--- src/rtl/pfi_pkg.sv ---
// Shared constants, types and the CRC-32 byte step for the packet FIFO adapter.
// Assumes bytes enter the CRC least-significant bit first (reflected CRC-32).
package pfi_pkg;

    localparam int unsigned BYTE_W    = 8;
    localparam int unsigned CRC_W     = 32;
    localparam int unsigned CRC_BYTES = CRC_W / BYTE_W;
    localparam int unsigned STAT_W    = 2;

    localparam logic [CRC_W-1:0] CRC_POLY_REFL = 32'hEDB88320;
    localparam logic [CRC_W-1:0] CRC_PRESET    = 32'hFFFF_FFFF;
    // Residue 0xC704DD7B in normal bit order, held bit-reversed in this register
    localparam logic [CRC_W-1:0] CRC_RESIDUE   = 32'hDEBB20E3;

    typedef enum logic [1:0] {
        SIG_GMII  = 2'b00,
        SIG_ENC   = 2'b01,
        SIG_RSV_A = 2'b10,
        SIG_RSV_B = 2'b11
    } sig_mode_e;

    // Advance the reflected CRC register by one byte
    function automatic logic [CRC_W-1:0] crc32_step(input logic [CRC_W-1:0] c,
                                                    input logic [BYTE_W-1:0] d);
        logic [CRC_W-1:0] r;
        r = c;
        for (int b = 0; b < BYTE_W; b++) begin
            if (r[0] ^ d[b]) r = (r >> 1) ^ CRC_POLY_REFL;
            else             r = r >> 1;
        end
        return r;
    endfunction

endpackage

--- src/rtl/pfi_flow_ctl.sv ---
// Flow-control decode for the packet FIFO adapter.
// Assumes the configuration inputs are static while frames are in flight.
module pfi_flow_ctl
    import pfi_pkg::*;
(
    input  sig_mode_e mode,
    input  logic      force_fc,
    input  logic      rx_fc_en,
    input  logic      rx_pause_req,
    input  logic      tx_fc_en,
    output logic      link_rx_fc,
    output logic      tx_fc_allowed
);

    logic enc_mode;

    // Decode the signalling mode and combine the flow-control sources
    always_comb begin
        enc_mode      = (mode == SIG_ENC);
        link_rx_fc    = (enc_mode && force_fc) || (rx_fc_en && rx_pause_req);
        tx_fc_allowed = enc_mode && tx_fc_en;
    end

endmodule

--- src/rtl/pfi_tx_path.sv ---
// Transmit path: forwards host bytes to the MAC stream one cycle later, appends
// the CRC-32 after the final byte when asked, and handles mid-frame data holes
// by pausing (flow control) or aborting with a sticky underrun flag.
// Assumes the MAC side accepts one byte every cycle without backpressure.
module pfi_tx_path
    import pfi_pkg::*;
#(
    parameter int unsigned NUM_CRC_BYTES = CRC_BYTES
) (
    input  logic              clk,
    input  logic              rst_n,
    input  logic              cfg_append,
    input  logic              tx_fc_allowed,
    input  logic              s_valid,
    input  logic [BYTE_W-1:0] s_data,
    input  logic              s_last,
    input  logic              s_crc_req,
    output logic              s_ready,
    output logic              q_valid,
    output logic [BYTE_W-1:0] q_data,
    output logic              q_last,
    output logic              q_abort,
    output logic              tx_fc,
    output logic              underrun
);

    localparam int unsigned IDX_W = (NUM_CRC_BYTES > 1) ? $clog2(NUM_CRC_BYTES) : 1;
    localparam logic [IDX_W-1:0] IDX_LAST = IDX_W'(NUM_CRC_BYTES - 1);

    typedef enum logic [1:0] {ST_IDLE, ST_DATA, ST_CRC, ST_DROP} tx_state_e;

    tx_state_e        state;
    logic [CRC_W-1:0] crc_q;
    logic [CRC_W-1:0] crc_base;
    logic [CRC_W-1:0] crc_next;
    logic [CRC_W-1:0] fcs;
    logic [IDX_W-1:0] crc_idx;
    logic             accept;

    // Handshake, CRC update and flow-control decode
    always_comb begin
        s_ready  = (state != ST_CRC);
        accept   = s_valid && s_ready;
        crc_base = (state == ST_IDLE) ? CRC_PRESET : crc_q;
        crc_next = crc32_step(crc_base, s_data);
        fcs      = ~crc_q;
        tx_fc    = (state == ST_DATA) && !s_valid && tx_fc_allowed;
    end

    // Frame sequencing and registered MAC-side outputs
    always_ff @(posedge clk) begin
        if (!rst_n) begin
            state    <= ST_IDLE;
            crc_q    <= CRC_PRESET;
            crc_idx  <= '0;
            q_valid  <= 1'b0;
            q_data   <= '0;
            q_last   <= 1'b0;
            q_abort  <= 1'b0;
            underrun <= 1'b0;
        end else begin
            q_valid <= 1'b0;
            q_last  <= 1'b0;
            q_abort <= 1'b0;
            case (state)
                ST_IDLE, ST_DATA: begin
                    if (accept) begin
                        q_valid <= 1'b1;
                        q_data  <= s_data;
                        crc_q   <= crc_next;
                        if (s_last) begin
                            if (cfg_append || s_crc_req) begin
                                state   <= ST_CRC;
                                crc_idx <= '0;
                            end else begin
                                q_last <= 1'b1;
                                state  <= ST_IDLE;
                            end
                        end else begin
                            state <= ST_DATA;
                        end
                    end else if (state == ST_DATA && !tx_fc_allowed) begin
                        underrun <= 1'b1;
                        q_abort  <= 1'b1;
                        state    <= ST_DROP;
                    end
                end
                ST_CRC: begin
                    q_valid <= 1'b1;
                    q_data  <= fcs[{crc_idx, 3'b000} +: BYTE_W];
                    if (crc_idx == IDX_LAST) begin
                        q_last <= 1'b1;
                        state  <= ST_IDLE;
                    end else begin
                        crc_idx <= crc_idx + 1'b1;
                    end
                end
                default: begin
                    if (accept && s_last) state <= ST_IDLE;
                end
            endcase
        end
    end

    AST_UNDERRUN_STICKY: assert property (@(posedge clk) disable iff (!rst_n)
        underrun |=> underrun);
    AST_ABORT_SINGLE: assert property (@(posedge clk) disable iff (!rst_n)
        q_abort |=> !q_abort);
    AST_CRC_TAIL_LAST: assert property (@(posedge clk) disable iff (!rst_n)
        (state == ST_CRC && crc_idx == IDX_LAST) |=> (q_valid && q_last));
    AST_PAUSE_NO_BYTE: assert property (@(posedge clk) disable iff (!rst_n)
        tx_fc |=> (!q_valid && !q_abort));

endmodule

--- src/rtl/pfi_rx_path.sv ---
// Receive path: forwards MAC bytes to the host one cycle later, runs a CRC-32
// over every byte and reports error and too-short status with the final byte.
// Assumes the trailing four bytes of each frame are its CRC.
module pfi_rx_path
    import pfi_pkg::*;
#(
    parameter int unsigned NUM_CRC_BYTES = CRC_BYTES
) (
    input  logic              clk,
    input  logic              rst_n,
    input  logic              chk_en,
    input  logic              in_valid,
    input  logic [BYTE_W-1:0] in_data,
    input  logic              in_last,
    output logic              out_valid,
    output logic [BYTE_W-1:0] out_data,
    output logic              out_last,
    output logic [STAT_W-1:0] out_status
);

    localparam int unsigned CNT_W = $clog2(NUM_CRC_BYTES + 1);
    localparam logic [CNT_W-1:0] CNT_FULL = CNT_W'(NUM_CRC_BYTES);

    logic             mid_q;
    logic [CRC_W-1:0] crc_q;
    logic [CRC_W-1:0] crc_next;
    logic [CNT_W-1:0] cnt_q;
    logic [CNT_W-1:0] cnt_base;
    logic [CNT_W-1:0] cnt_next;
    logic             too_short;
    logic             bad_crc;

    // Running CRC, saturating byte count and end-of-frame verdict
    always_comb begin
        crc_next  = crc32_step(mid_q ? crc_q : CRC_PRESET, in_data);
        cnt_base  = mid_q ? cnt_q : '0;
        cnt_next  = (cnt_base == CNT_FULL) ? cnt_base : cnt_base + 1'b1;
        too_short = (cnt_next < CNT_FULL);
        bad_crc   = too_short || (crc_next != CRC_RESIDUE);
    end

    // Registered host-side outputs and per-frame state
    always_ff @(posedge clk) begin
        if (!rst_n) begin
            mid_q      <= 1'b0;
            crc_q      <= CRC_PRESET;
            cnt_q      <= '0;
            out_valid  <= 1'b0;
            out_data   <= '0;
            out_last   <= 1'b0;
            out_status <= '0;
        end else begin
            out_valid  <= in_valid;
            out_last   <= in_valid && in_last;
            out_status <= '0;
            if (in_valid) begin
                out_data <= in_data;
                if (in_last) begin
                    mid_q      <= 1'b0;
                    out_status <= chk_en ? {too_short, bad_crc} : '0;
                end else begin
                    mid_q <= 1'b1;
                    crc_q <= crc_next;
                    cnt_q <= cnt_next;
                end
            end
        end
    end

    AST_STATUS_WITH_LAST: assert property (@(posedge clk) disable iff (!rst_n)
        (out_status != '0) |-> (out_valid && out_last));
    AST_SHORT_IS_ERROR: assert property (@(posedge clk) disable iff (!rst_n)
        out_status[1] |-> out_status[0]);

endmodule

--- src/rtl/pfi_crc_adapter.sv ---
// Top of the packet FIFO adapter: transmit path, receive path, flow-control
// decode and the loopback routing between them.
// Assumes configuration changes only between frames.
module pfi_crc_adapter
    import pfi_pkg::*;
#(
    parameter int unsigned NUM_CRC_BYTES = CRC_BYTES
) (
    input  logic              clk,
    input  logic              rst_n,
    input  logic              cfg_crc_append,
    input  logic              cfg_crc_check,
    input  logic              cfg_loopback,
    input  logic              cfg_rx_fc_en,
    input  logic              cfg_tx_fc_en,
    input  logic              cfg_force_fc,
    input  logic [1:0]        cfg_sig_mode,
    input  logic              rx_pause_req,
    input  logic              tx_valid,
    input  logic [BYTE_W-1:0] tx_data,
    input  logic              tx_last,
    input  logic              tx_crc_req,
    output logic              tx_ready,
    output logic              mac_tx_valid,
    output logic [BYTE_W-1:0] mac_tx_data,
    output logic              mac_tx_last,
    output logic              mac_tx_abort,
    input  logic              mac_rx_valid,
    input  logic [BYTE_W-1:0] mac_rx_data,
    input  logic              mac_rx_last,
    output logic              rx_valid,
    output logic [BYTE_W-1:0] rx_data,
    output logic              rx_last,
    output logic [STAT_W-1:0] rx_status,
    output logic              link_tx_fc,
    output logic              link_rx_fc,
    output logic              tx_underrun
);

    logic              fc_allowed;
    logic              q_valid;
    logic [BYTE_W-1:0] q_data;
    logic              q_last;
    logic              q_abort;
    logic              rin_valid;
    logic [BYTE_W-1:0] rin_data;
    logic              rin_last;

    pfi_flow_ctl u_flow (
        .mode          (sig_mode_e'(cfg_sig_mode)),
        .force_fc      (cfg_force_fc),
        .rx_fc_en      (cfg_rx_fc_en),
        .rx_pause_req  (rx_pause_req),
        .tx_fc_en      (cfg_tx_fc_en),
        .link_rx_fc    (link_rx_fc),
        .tx_fc_allowed (fc_allowed)
    );

    pfi_tx_path #(.NUM_CRC_BYTES(NUM_CRC_BYTES)) u_tx (
        .clk           (clk),
        .rst_n         (rst_n),
        .cfg_append    (cfg_crc_append),
        .tx_fc_allowed (fc_allowed),
        .s_valid       (tx_valid),
        .s_data        (tx_data),
        .s_last        (tx_last),
        .s_crc_req     (tx_crc_req),
        .s_ready       (tx_ready),
        .q_valid       (q_valid),
        .q_data        (q_data),
        .q_last        (q_last),
        .q_abort       (q_abort),
        .tx_fc         (link_tx_fc),
        .underrun      (tx_underrun)
    );

    // Loopback routing: silence the MAC side and feed the receiver from transmit
    always_comb begin
        mac_tx_valid = q_valid && !cfg_loopback;
        mac_tx_data  = q_data;
        mac_tx_last  = q_last && !cfg_loopback;
        mac_tx_abort = q_abort && !cfg_loopback;
        rin_valid    = cfg_loopback ? q_valid : mac_rx_valid;
        rin_data     = cfg_loopback ? q_data  : mac_rx_data;
        rin_last     = cfg_loopback ? q_last  : mac_rx_last;
    end

    pfi_rx_path #(.NUM_CRC_BYTES(NUM_CRC_BYTES)) u_rx (
        .clk        (clk),
        .rst_n      (rst_n),
        .chk_en     (cfg_crc_check),
        .in_valid   (rin_valid),
        .in_data    (rin_data),
        .in_last    (rin_last),
        .out_valid  (rx_valid),
        .out_data   (rx_data),
        .out_last   (rx_last),
        .out_status (rx_status)
    );

    AST_LOOP_MAC_QUIET: assert property (@(posedge clk) disable iff (!rst_n)
        (cfg_loopback && $stable(cfg_loopback)) |-> (!mac_tx_valid && !mac_tx_abort));

endmodule

--- config.mk ---
export PLATFORM = sky130hd
export DESIGN_NAME = pfi_crc_adapter
export DESIGN_NICKNAME = d
export VERILOG_FILES = /design/src/rtl/pfi_pkg.sv /design/src/rtl/pfi_flow_ctl.sv /design/src/rtl/pfi_tx_path.sv /design/src/rtl/pfi_rx_path.sv /design/src/rtl/pfi_crc_adapter.sv
export SDC_FILE = /design/constraint.sdc
export NUM_CORES = 1
export LEC_CHECK = 0
export BUFFER_PORTS_ARGS = -buffer_cell sky130_fd_sc_hd__buf_2
export CELL_PAD_IN_SITES_DETAIL_PLACEMENT = 1
export CELL_PAD_IN_SITES_GLOBAL_PLACEMENT = 2
export CORE_MARGIN = 4
export CORE_UTILIZATION = 37
export DETAILED_ROUTE_END_ITERATION = 12
export GPL_TIMING_DRIVEN = 0
export PLACE_DENSITY = 0.81
export SYNTH_ARGS = -nofsm -noshare
export SYNTH_HDL_FRONTEND = slang
export SYNTH_SLANG_ARGS = --single-unit
--- constraint.sdc ---
create_clock -name clk -period 3.5 [get_ports clk]
set_clock_uncertainty 0.2 [all_clocks]
set_input_delay 0.35 -clock clk [delete_from_list [all_inputs] [get_ports clk]]
set_output_delay 0.35 -clock clk [all_outputs]
set_load 0.005 [all_outputs]
==> reports/results.txt <==
The DRC violation count after routing is 0, and the number of clock sinks seen by CTS is 96. The fraction of synthesis flops using an asynchronous set or reset pin is 0, and the number of synthesized flops with an enable pin is 0. The tools report the worst-case hold path end point as u_tx.q_last.

Core box area: 15900 um2. For the worst setup path, the data arrival time is 3.33 ns. The period utilization was 0.945; the via count of the first global-routing pass was 5444. The net count of the mapped netlist is 714. The dominant synthesized flop cell was dfxtp_1. The detail route stage leaves a number of antenna-violating nets equal to 0. Setup slack on the critical path of the routed design comes to 0.194 ns. The tools report the final-report hold violation count as 0.

The repair_antennas step left the layout with diodes totalling 0. Per-cell routed wire length: 20.2 um. After clock tree synthesis, the clock-pin slew on the worst setup and hold paths is 0.07 ns.

The tools report the startpoint type of the worst setup path as a register. Family with the most delay on the worst path: XOR/XNOR gates. Number of maximum-capacitance constraint violations: 0. Overall routed net length: 19.5 mm. Yosys attributes the largest share of cell area to dfxtp_1 (32%), xnor2_1 (15%), o211ai_1 (7.5%), nand2_1 (5.8%), nor2_1 (4.9%). Width of the die: 135 um.

The number of cells on the worst reg-to-reg path is 8. The clock latency of the later-clocked register in the worst-skew pair is 0.35 ns. In this run the tool buffered the top-level ports with 56 buffer cells.

IR analysis of the VDD net gives a maximum drop of 269 uV. The filler cells instantiated in the layout total 1932. The run gives 0.437 as the final standard cell utilization of the core.

The initial antenna violation count was 0; the peak fanout along the critical path was 8. The most numerous cell type found on the critical path is xnor2_4. The highest achievable clock rate is 302 MHz, and the slew at the pin closest to its max-slew limit is 0.846 ns. The flow ran to the end, and the final reports show no timing, DRC or antenna violations.

The longest clock path from root to sink contains 2 buffers. The analysis attributes to cell leakage a power of 0.00270 uW. The H-tree was split into 3 levels.

STA classifies the critical path endpoint as a register. Cell taking the most area after synthesis: dfxtp_1. Total routing resource utilization after global routing: 0.219. The worst hold path passes through 3 cells. TritonCTS built the clock tree. The design draws 3940 uW. Buffer type at the clock tree root: clkbuf_16.

The classification of the worst-slack hold path is in2reg. Compared with the post-synthesis result, the final layout area differs by 15.8%. Row generation in the floorplan step produced 46 rows. met2 is the most crowded layer.

The origin of the worst min-delay path is tx_last. The met3 demand-to-capacity share in global routing is 0.0230. The number of top-level design ports is 59, and the violation count after the first detailed-routing iteration is 248. The global-route met2 utilization was 0.376; the number of different library cells in the post-synthesis netlist was 54.

For this design, the CTS-stage hold fixing added 0 buffers. The Yosys step of the flow raised 0 warnings. After detailed placement, the design holds a cell count of 950.

The critical path is of the reg2reg type. Counting I/O delays and the setup requirement, the final critical path takes 3.31 ns. The tools report the worst-case headroom to the max-slew limit as 0.436. The tools report the worst setup slack for register-to-register paths as 0.19 ns. Leaving out filler cells and counting taps, the final layout contains 966. Routability-driven placement finished with a final weighted congestion of 0.837. In this run, CTS created clock tree buffers numbering 9.

Synthesis inferred 96 register bits. The average cell area after synthesis came out at 8.84 um2. The most common library cell in the layout ignoring fill and taps was xnor2_1. The top cell types in the final layout, fill and taps aside, are xnor2_1 (97), dfxtp_1 (96), nand2_1 (93). Setup violations remaining at the end of the flow were counted as 0. Once detailed placement completed, the half-perimeter wirelength came to 14.3 mm. Met1 demand-to-capacity share in global routing: 0.279.

The worst register-to-register path begins at u_tx.q_data[7]. Ratio of routed vias to standard cells: 5.38. The critical path goes through mux2i_1, xnor2_4, xnor2_4, xnor3_1, nor3_2, nand4_1, a2111oi_2, a31oi_1. Setup repair after global routing left no endpoint under its margin. The logs give 18300 um2 for the die footprint and 0 for the final number of max-transition violations. Summed over all layers, the global routing overflow is 0. The total power per unit cell area is 567 nW/um2, and the number of optimization iterations in the first detailed-route pass is 5. The final route contains 5198 vias. The count of mapped cells out of synthesis is 678. The proportion of synthesized chip area in sequential cells is 0.321. From bottom edge to top edge, the die measures 135 um.

In this run the critical register-to-register path is captured at u_rx.out_status[0]. In the final design database the tool counted 781 nets. The final worst hold slack was 0.0914 ns.

The fraction of final layout cells sized beyond drive strength 1 is 0.160, and the worst endpoint required time is 3.52 ns. The top cell type's share of synthesized area is 0.321, and the worst slack at placement is -0.109 ns. The first global-routing pass estimated 30.7 mm of wire. The buffering stage count on the worst path with inverters included is 0, and the largest net degree at the start of global routing is 16. Starting density of the core: 0.377.

The synthesized netlist occupies a cell area of 5990 um2. For this design, the slowest cell found on the critical path is mux2i_1. In this design, the stage delay of the slowest critical-path cell is 0.51 ns.
==> worst reg2reg max path, delay by kind of cell (launching register included) <==
family	cells	cell delay [ns]
compound gates	2	0.60
xor+xnor	3	1.19
mux	1	0.51
simple gates	2	0.34
flops	1	0.33
==> cell type report <==
class	instances	area (um2)	area share
clock buffer	12	246	0.0355
sequential	96	1920	0.277
multi-input combinational	534	3990	0.574
tap	216	270	0.0389
timing repair buffer	56	280	0.0404
buffer	43	190	0.0274
inverter	5	18.8	0.00270
clock inverter	4	28.8	0.00415
==> cell usage after synthesis, types with 11 or more instances <==
cell / n
xnor2_1: 105
dfxtp_1: 96
nand2_1: 93
nor2_1: 79
o211ai_1: 60
clkbuf_1: 34
o21ai_0: 24
xor2_1: 22
a21oi_1: 17
nor2b_1: 17
a211oi_1: 11
==> report_power, final <==
| group | internal, uW | total (uW) | switching, uW |
|---|---|---|---|
| sequential | 1230 | 1350 | 117 |
| clock | 505 | 964 | 460 |
| combinational | 726 | 1630 | 901 |
==> state kept, by name, indices dropped and copies added, names as in the netlist <==
signal           flops
u_tx.crc_idx         2
u_tx.q_last          1
u_tx.underrun        1
u_rx.cnt_q           3
u_rx.out_valid       1
u_tx.q_valid         1
u_rx.out_data        8
u_rx.out_last        1
u_tx.q_data          8
u_tx.crc_q          32
u_rx.mid_q           1
u_rx.out_status      2
u_tx.q_abort         1
u_tx.state           2
u_rx.crc_q          32
==> how the worst max path moves through the flow <==
stage,slack (ns),start,cells after the start,endpoint
final,0.19,u_tx.q_data[7],8,u_rx.out_status[0]
after detailed placement,-0.11,cfg_loopback,9,u_rx.out_status[0]
after global routing,0.008,u_tx.q_data[1],9,u_rx.out_status[0]
after global placement,-0.10,cfg_loopback,9,u_rx.out_status[0]
after CTS,0.005,u_tx.state[0],10,u_tx.crc_q[21]
after floorplan,0.62,cfg_loopback,10,u_rx.out_status[0]
==> cell families after synthesis <==
group,after synthesis,synth area share
multiplexers,23,0.0618
XOR/XNOR,148,0.259
buffers and inverters,48,0.0347
flip-flops,96,0.321
AND/OR/NAND/NOR,231,0.169
adder cells (fa/ha/maj),4,0.00835
AO/OA/AOI/OAI,128,0.146
==> per-layer routing <==
metal | part of all wire | up-vias | wire length, um
met4 | 0.033 | 0 | 648
li1 | - | 2448 | -
met2 | 0.49 | 135 | 9590
met3 | 0.039 | 41 | 763
met1 | 0.43 | 2574 | 8470
met5 | 0 | - | 0
==> repair_timing <==
action	in CTS	in global routing
cloned	0	0
gates resized for setup	3	13
buffers inserted	0	0
endpoints found under the setup margin	4	6
==> per-stage QoR <==
stage                     cell area [um2]  TNS [ns]
after floorplan                      5990         0
after global placement               6540    -0.292
after detailed placement             6540    -0.295
after CTS                            6840         0
after global routing                 6940         0
final                                6940         0
Note: power is estimated with default switching activity, not from simulation.
